File: config.mk
export PLATFORM = sky130hd
export DESIGN_NAME = trigseq_top
export DESIGN_NICKNAME = d
export VERILOG_FILES = /design/src/rtl/trigseq_pkg.sv /design/src/rtl/trigseq_edge.sv /design/src/rtl/trigseq_window.sv /design/src/rtl/trigseq_evcount.sv /design/src/rtl/trigseq_top.sv
export SDC_FILE = /design/constraint.sdc
export NUM_CORES = 1
export LEC_CHECK = 0
export BUFFER_PORTS_ARGS = -buffer_cell sky130_fd_sc_hd__buf_2
export CELL_PAD_IN_SITES_DETAIL_PLACEMENT = 2
export CELL_PAD_IN_SITES_GLOBAL_PLACEMENT = 2
export CORE_MARGIN = 1
export CORE_UTILIZATION = 28
export DETAILED_ROUTE_END_ITERATION = 16
export PLACE_DENSITY_LB_ADDON = 0.12
export SLEW_MARGIN = 20
export SYNTH_ARGS = -nofsm -noshare
export SYNTH_HDL_FRONTEND = slang
export SYNTH_SLANG_ARGS = --single-unit
File: constraint.sdc
create_clock -name clk -period 2.2 [get_ports clk]
set_clock_uncertainty 0.2 [all_clocks]
set_input_delay 0.11 -clock clk [delete_from_list [all_inputs] [get_ports clk]]
set_output_delay 0.11 -clock clk [all_outputs]
set_load 0.02 [all_outputs]
File: src/rtl/trigseq_pkg.sv
package trigseq_pkg;
    localparam int CSR_W      = 16;
    localparam int THR_W      = 5;
    localparam int THR_LO_W   = 4;
    localparam int THR_LO_POS = 0;
    localparam int THR_HI_POS = 9;
    localparam int CLR_POS    = 8;
    localparam int CNT_W      = 6;
    localparam int WIN_W      = 10;

    typedef struct packed {
        logic [CNT_W-1:0] count;
        logic             irq;
        logic             hold;
    } ev_state_t;

    typedef struct packed {
        logic [THR_W-1:0] thr;
        logic             strobe;
        logic             fifo_clr;
    } top_state_t;
endpackage

File: src/rtl/trigseq_edge.sv
module trigseq_edge #(
    parameter int STAGES = 2
) (
    input  logic clk,
    input  logic rst_n,
    input  logic async_in,
    output logic rise
);
    typedef struct packed {
        logic [STAGES-1:0] chain;
        logic              last;
    } sync_t;

    sync_t st_d, st_q;

    always_comb begin
        st_d       = st_q;
        st_d.chain = {st_q.chain[STAGES-2:0], async_in};
        st_d.last  = st_q.chain[STAGES-1];
    end

    always_ff @(posedge clk or negedge rst_n) begin
        if (!rst_n) st_q <= '0;
        else        st_q <= st_d;
    end

    assign rise = st_q.chain[STAGES-1] & ~st_q.last;

    // a detected edge lasts one cycle only
    assert_single_rise_R1: assert property (@(posedge clk) disable iff (!rst_n)
        rise |=> !rise);
endmodule

File: src/rtl/trigseq_window.sv
module trigseq_window #(
    parameter int W = 10
) (
    input  logic         clk,
    input  logic         rst_n,
    input  logic         start,
    input  logic         clear,
    input  logic [W-1:0] len,
    output logic         active
);
    typedef struct packed {
        logic [W-1:0] remain;
    } win_t;

    win_t st_d, st_q;

    always_comb begin
        st_d = st_q;
        if (clear)
            st_d.remain = '0;
        else if (start)
            st_d.remain = len;
        else if (st_q.remain != '0)
            st_d.remain = st_q.remain - 1'b1;
    end

    always_ff @(posedge clk or negedge rst_n) begin
        if (!rst_n) st_q <= '0;
        else        st_q <= st_d;
    end

    assign active = (st_q.remain != '0);

    assert_window_opens_R3: assert property (@(posedge clk) disable iff (!rst_n)
        (start && !clear && len != '0) |=> active);
    assert_window_zero_R3: assert property (@(posedge clk) disable iff (!rst_n)
        (start && !clear && len == '0) |=> !active);
endmodule

File: src/rtl/trigseq_evcount.sv
module trigseq_evcount
    import trigseq_pkg::*;
(
    input  logic             clk,
    input  logic             rst_n,
    input  logic             accept,
    input  logic             clear,
    input  logic [THR_W-1:0] thr,
    output logic [CNT_W-1:0] count,
    output logic             irq,
    output logic             hold
);
    localparam logic [CNT_W-1:0] ONE = CNT_W'(1);

    ev_state_t st_d, st_q;
    logic [CNT_W-1:0] goal;
    logic [CNT_W-1:0] nxt;

    always_comb begin
        goal = (thr == '0) ? ONE : CNT_W'(thr);
        nxt  = st_q.count + ONE;
        st_d = st_q;
        if (clear) begin
            st_d = '0;
        end else if (accept) begin
            st_d.count = nxt;
            if (nxt >= goal) begin
                st_d.irq  = 1'b1;
                st_d.hold = 1'b1;
            end
        end
    end

    always_ff @(posedge clk or negedge rst_n) begin
        if (!rst_n) st_q <= '0;
        else        st_q <= st_d;
    end

    assign count = st_q.count;
    assign irq   = st_q.irq;
    assign hold  = st_q.hold;

    assert_count_step_R2: assert property (@(posedge clk) disable iff (!rst_n)
        (accept && !clear) |=> count == $past(count) + ONE);
    assert_irq_sticky_R6: assert property (@(posedge clk) disable iff (!rst_n)
        (irq && !clear) |=> irq);
    assert_hold_sticky_R6: assert property (@(posedge clk) disable iff (!rst_n)
        (hold && !clear) |=> hold);
endmodule

File: src/rtl/trigseq_top.sv
module trigseq_top
    import trigseq_pkg::*;
#(
    parameter int SYNC_STAGES = 2
) (
    input  logic             clk,
    input  logic             rst_n,
    input  logic             trig_in,
    input  logic [WIN_W-1:0] conv_len,
    input  logic             csr_wr,
    input  logic [CSR_W-1:0] csr_wdata,
    output logic             conv_strobe,
    output logic             busy,
    output logic             irq,
    output logic             fifo_clear,
    output logic [CNT_W-1:0] evt_count
);
    top_state_t st_d, st_q;
    logic rise, clr_req, accept, hold, win_active;

    trigseq_edge #(.STAGES(SYNC_STAGES)) u_edge (
        .clk(clk), .rst_n(rst_n), .async_in(trig_in), .rise(rise)
    );

    assign clr_req = csr_wr & csr_wdata[CLR_POS];
    assign busy    = hold | win_active;
    assign accept  = rise & ~busy & ~clr_req;

    trigseq_window #(.W(WIN_W)) u_win (
        .clk(clk), .rst_n(rst_n), .start(accept), .clear(clr_req),
        .len(conv_len), .active(win_active)
    );

    trigseq_evcount u_ev (
        .clk(clk), .rst_n(rst_n), .accept(accept), .clear(clr_req),
        .thr(st_q.thr), .count(evt_count), .irq(irq), .hold(hold)
    );

    always_comb begin
        st_d          = st_q;
        st_d.strobe   = accept;
        st_d.fifo_clr = clr_req;
        if (csr_wr)
            st_d.thr = {csr_wdata[THR_HI_POS],
                        csr_wdata[THR_LO_POS +: THR_LO_W]};
    end

    always_ff @(posedge clk or negedge rst_n) begin
        if (!rst_n) st_q <= '0;
        else        st_q <= st_d;
    end

    assign conv_strobe = st_q.strobe;
    assign fifo_clear  = st_q.fifo_clr;

    assert_veto_R7: assert property (@(posedge clk) disable iff (!rst_n)
        busy |=> !conv_strobe);
    assert_irq_busy_R5: assert property (@(posedge clk) disable iff (!rst_n)
        irq |-> busy);
    assert_clear_R8: assert property (@(posedge clk) disable iff (!rst_n)
        clr_req |=> (!busy && !irq && evt_count == '0 && fifo_clear && !conv_strobe));
    assert_strobe_pulse_R2: assert property (@(posedge clk) disable iff (!rst_n)
        conv_strobe |=> !conv_strobe);
endmodule

## Yosys cells after proc, flatten, opt, wreduce, memory -nomap -nowiden

Cells that the tools add are included.

| storage, ports and cells | value |
|---|---|
| output and inout port bits | 10 |
| flip-flop bits (word level) | 28 |
| bits of input ports | 30 |

| operators by class | value |
|---|---|
| bitwise gates (word level) | 8 |
| order comparisons | 1 |
| muxes and demuxes | 7 |
| reductions and logical operators | 6 |
| $add $sub $neg | 2 |

Operators with widths:

| operator | count |
|---|---|
| 2-to-1 mux 10 bit | 3 |
| 2-to-1 mux 8 bit | 2 |
| nonzero test 10 bit | 1 |
| subtractor 10 x 1 -> 10 bit, second input constant | 1 |
| adder 6 x 1 -> 6 bit, second input constant | 1 |
| greater-or-equal comparator 6 bit | 1 |
| zero test 5 bit | 1 |
| 2-to-1 mux 5 bit | 1 |
| AND 1 bit | 4 |
| nonzero test 2 bit | 2 |
| inverter 1 bit | 3 |
| nonzero test 3 bit | 1 |
| 2-to-1 mux 2 bit | 1 |
| AND reduction 2 bit | 1 |
| OR 1 bit | 1 |

## Longest topological paths before layout

| logic depth | value |
|---|---|
| depth in word-level cells | 7 |
| depth in mapped cells | 8 |

## Hierarchy

Synthesis repeated with hierarchy kept, for this count alone.

| unflattened totals | value |
|---|---|
| cell total of the unflattened synthesis | 141 |
| area, all modules | 1,482.7 µm² |

By module, submodules not included:

| module | area each (µm²) | cells an instance | seq. area each (µm²) | instances |
|---|---|---|---|---|
| trigseq_window | 598.1 | 64 | 250.2 | 1 |
| trigseq_evcount | 536.8 | 58 | 175.2 | 1 |
| trigseq_top | 259.0 | 15 | 175.2 | 1 |
| trigseq_edge | 88.8 | 4 | 75.1 | 1 |

## Least setup slack after synthesis

Ideal clock, no wire load.

| timing path | value |
|---|---|
| kind | register to register |
| from | register u_win.st_q[0] in the netlist's numbering |
| to | register u_ev.st_q, in the netlist u_ev.count[3] |
| arrival | 2.084 ns |
| path slack | -0.221 ns |
| cell stages (with the launch flop) | 9 |
| buffers on the path | 2 |
| cell sequence | dfrtp_1 > inv_1 > ha_1 > or4b_1 > or4_1 > clkbuf_2 > clkbuf_1 > o21ai_0 > a21oi_1 |

| between the ends | value |
|---|---|
| longest elaborated chain between the ends | 6 |

Ends and longest elaborated chain:

| item | line | text |
|---|---|---|
| start, declared | trigseq_window.sv:15 | `win_t st_d, st_q;` |
| start signal, assigned | trigseq_window.sv:29 | `else st_q <= st_d;` |
| nonzero test 10 bit | trigseq_window.sv:32 | `assign active = (st_q.remain != '0);` |
| OR 1 bit | trigseq_top.sv:26 | `assign busy = hold \| win_active;` |
| inverter 1 bit | trigseq_top.sv:27 | `assign accept = rise & ~busy & ~clr_req;` |
| AND 1 bit (2 in series) | trigseq_top.sv:27 |  |
| nonzero test 2 bit (no line) | - |  |
| end signal, assigned | trigseq_evcount.sv:36 | `else st_q <= st_d;` |
| end, declared | trigseq_evcount.sv:15 | `ev_state_t st_d, st_q;` |

No other way between the ends.
A chain may end at the register's enable or synchronous reset.

## Worst setup path in the final report

| timing path | value |
|---|---|
| from | register u_win.st_q[0] in the netlist's numbering |
| to | output port busy |

| between the ends | value |
|---|---|
| longest elaborated chain between the ends | 2 |

Ends and longest elaborated chain:

| item | line | text |
|---|---|---|
| nonzero test 10 bit | trigseq_window.sv:32 |  |
| OR 1 bit | trigseq_top.sv:26 |  |
| end, declared | trigseq_top.sv:13 | `output logic busy,` |

No other way between the ends.

==> metrics <==
Worst path top cell family by delay=simple AND/OR/NAND/NOR gates; failing checks=setup timing; GR Util met3=2.06%; Root Buffer=clkbuf_8; antenna cells=0; Row Count=25; Synth area leaders=dfrtp_1, ha_1, a211oi_1, xnor2_1, nor3_1; Crit Path Category=flip-flop to primary output; Tcrit/Tclk final=110%; # clock sinks=27; CP Launch Type=flip-flop; ANT nets after route=0; CTS tree=done; total grt overflow=0; clock latency on the worst-skew pair=270 ps; Syn Nets=183; fin cells=282; DPL Wire Length=3240 µm; H-tree levels=1; Worst Tran Pin Value=620 ps; Die Area=0.00537 mm²; CP Capture Type=primary output; hold path start=conv_len[1]; via count=1364; Cells after DPL=256; Syn Area/Cell=9.81 µm²; synthesized area=0.00142 mm²; post-synthesis sequential area ratio=47.5%; Core Region=0.00482 mm²; setup violators final=15; Final Max Tran Viols=0; VDD IR max=0.441 mV; Overall Global Routing Usage=19.3%; Max transition margin=58.6%; drt first-iter violations=31; Async SR Flop Fraction=100%; Worst path slowest cell=or4b_4; YS warnings=0; reg2reg start=u_win.st_q[0]$_DFFE_PN0P_; RSZ-0062 raised after global routing=true; Yosys top cell by area=dfrtp_1; top_reg_cell synth=dfrtp_1; IO buf count=29; per-cell routed wire length=16.0 µm; Initial Util=29.5%; GP Congestion=0.819; vias per inst=4.84; Final #Nets=254; #FFs+latches synth=27; fin crit period=2420 ps; leakage=0.988 nW; Buf/Inv on CP=3; Inserted Clock Buffers=3; register area=676 µm²; ratio of cells with drive above 1 in the final layout=39.1%; Peak Freq=414 MHz; Cells after Synth=145; first drt pass iteration count=4; critical-path cell list=inv_2 > ha_4 > or4b_4 > buf_6 > or3_4 > nand2b_4 > buf_6; Cells on Worst Hold Path=3; DIE HEIGHT=73.3 µm; Total Neg Setup Slack=-2250 ps; library cells used by synthesis=32; vias in the first global route=1548; Power Density=862 mW/mm²; GR met1 Demand/Resource=24.9%; Final Hold Viols=0; GRT Max-Usage Layer=met2; CP max FO=3; met2 usage=34.6%; DRC viols=0; Post-synth EDFFs=0; HP Class=input pin to flip-flop; hold worst-path end=u_win.st_q[1]$_DFFE_PN0P_; CP arrival=2110 ps; cell mode on critical path=buf_6; CP Launch Point=u_win.st_q[0]$_DFFE_PN0P_; R2R setup slack=-190 ps; Clock Pin Slew Worst Setup and Hold Paths=100 ps; initial antenna violation count=0; Synth top area share=47.5%; Fill cells=542; pin count of the biggest net entering global routing=28; Routed WL=4510 µm; Core Util, Final=44.7%; status=finished, violations left; Area growth syn-to-layout=51.4%; Max Root-Sink Buffers=2; CP peak stage delay=470 ps; worst hold slack=3.38 ps; r2r endpoint=u_win.st_q[6]$_DFFE_PN0P_; final instance area=0.00215 mm²; reg2reg path depth=9; IO Count=40; final setup margin=-217 ps; area of the multi-input gates=778 µm²; first-pass GRT wire length=7800 µm; Placement Cell Area=0.00179 mm²; Die X-Extent=73.3 µm; CP required=1890 ps; max cap viols=0
-- logic make-up (layout without fill, tap and decap cells) --
kind of cell,after synthesis,after routing,synth area share [%]
xor gates and xnor gates,12,12,7.39
muxes,1,1,0.792
and+or+nand+nor,46,46,17.6
adders and majority gates,8,8,7.04
AOI/OAI and AO/OA,34,34,15.0
buffers and inverters,17,87,4.66
DFF,27,27,47.5
-- power breakdown --
| part | total (mW) | internal, mW | switching, mW |
|---|---|---|---|
| Clock | 0.298 | 0.127 | 0.171 |
| Sequential | 0.657 | 0.586 | 0.0706 |
| Combinational | 0.900 | 0.488 | 0.412 |
| Total | 1.86 | 1.20 | 0.654 |
-- metrics by stage --
stage                     power [mW]  setup WS, ps
after floorplan                 1.06          -147
after global placement          1.33          -163
after detailed placement        1.39          -314
after CTS                       1.82          -261
after global routing            1.99          -293
final                           1.86          -217
-- flip-flops by register name, summed over array words and instances (netlist names) --
register,cells
u_edge.st_q,1
conv_strobe,1
u_ev.count,6
fifo_clear,1
u_edge.st_d,2
u_win.st_q,10
st_q,5
u_ev.hold,1
-- layout make-up --
| class | count | share of cell area (%) |
|---|---|---|
| Tap cell | 67 | 3.89 |
| Clock buffer | 3 | 1.92 |
| Clock inverter | 1 | 0.232 |
| Timing Repair Buffer | 72 | 24.5 |
| Sequential cell | 27 | 31.4 |
| Inverter | 11 | 1.92 |
| Multi-Input combinational cell | 101 | 36.1 |
-- worst min-delay path, delay by kind of cell --
| kind | cells | cell delay (ps) |
|---|---|---|
| AO/OA/AOI/OAI | 2 | 230 |
| buffers and inverters | 1 | 100 |
-- cell usage in the layout, fill, tap and decap left out, types with 3 or more instances in the layout --
cell / instances
dlygate4sd3_1: 17
inv_1: 8
nand2_1: 10
xnor2_1: 8
clkbuf_8: 3
nor3_1: 10
buf_4: 23
dfrtp_1: 27
nor2_1: 5
o21ai_1: 3
xor2_1: 4
a21oi_2: 3
a21oi_1: 3
a211oi_1: 7
a211oi_2: 4
buf_6: 4
ha_1: 7
buf_2: 28
or3_4: 4
o21ai_0: 8
-- what timing repair did --
action | 4_1_cts | 5_1_grt
hold endpoints to repair | 35 | 0
hold buffers | 17 | 0
gates resized for setup | 14 | 12
buffers inserted | 3 | 2
endpoints found under the setup margin | 18 | 18
pin swaps | 3 | 4
-- worst max path at each step --
stage | end | slack, ps | depth (start not counted)
after floorplan | u_ev.count[2]$_DFFE_PN0P_ | -150 | 6
after global placement | u_win.st_q[9]$_DFFE_PN0P_ | -160 | 5
after global routing | busy | -290 | 7
after detailed placement | u_win.st_q[9]$_DFFE_PN0P_ | -310 | 7
final | busy | -220 | 7
after CTS | busy | -260 | 7
-- metal layers --
metal | vias to the layer above | wire length [µm] | share of wire, %
li1 | 656 | - | -
met1 | 685 | 2170 | 48
met2 | 21 | 2230 | 49
met3 | 2 | 96 | 2.1
met4 | 0 | 24 | 0.53
met5 | - | 0 | 0
-- Yosys cell counts, drive strengths merged, types with 4 or more instances --
library cell,n
o21ai,12
nor2,5
nand2,10
clkbuf,4
or3,5
a21oi,6
xnor2,8
nor3,11
inv,10
or4,4
ha,8
dfrtp,27
xor2,4
a211oi,11
Power figures use the tool's default switching activity.
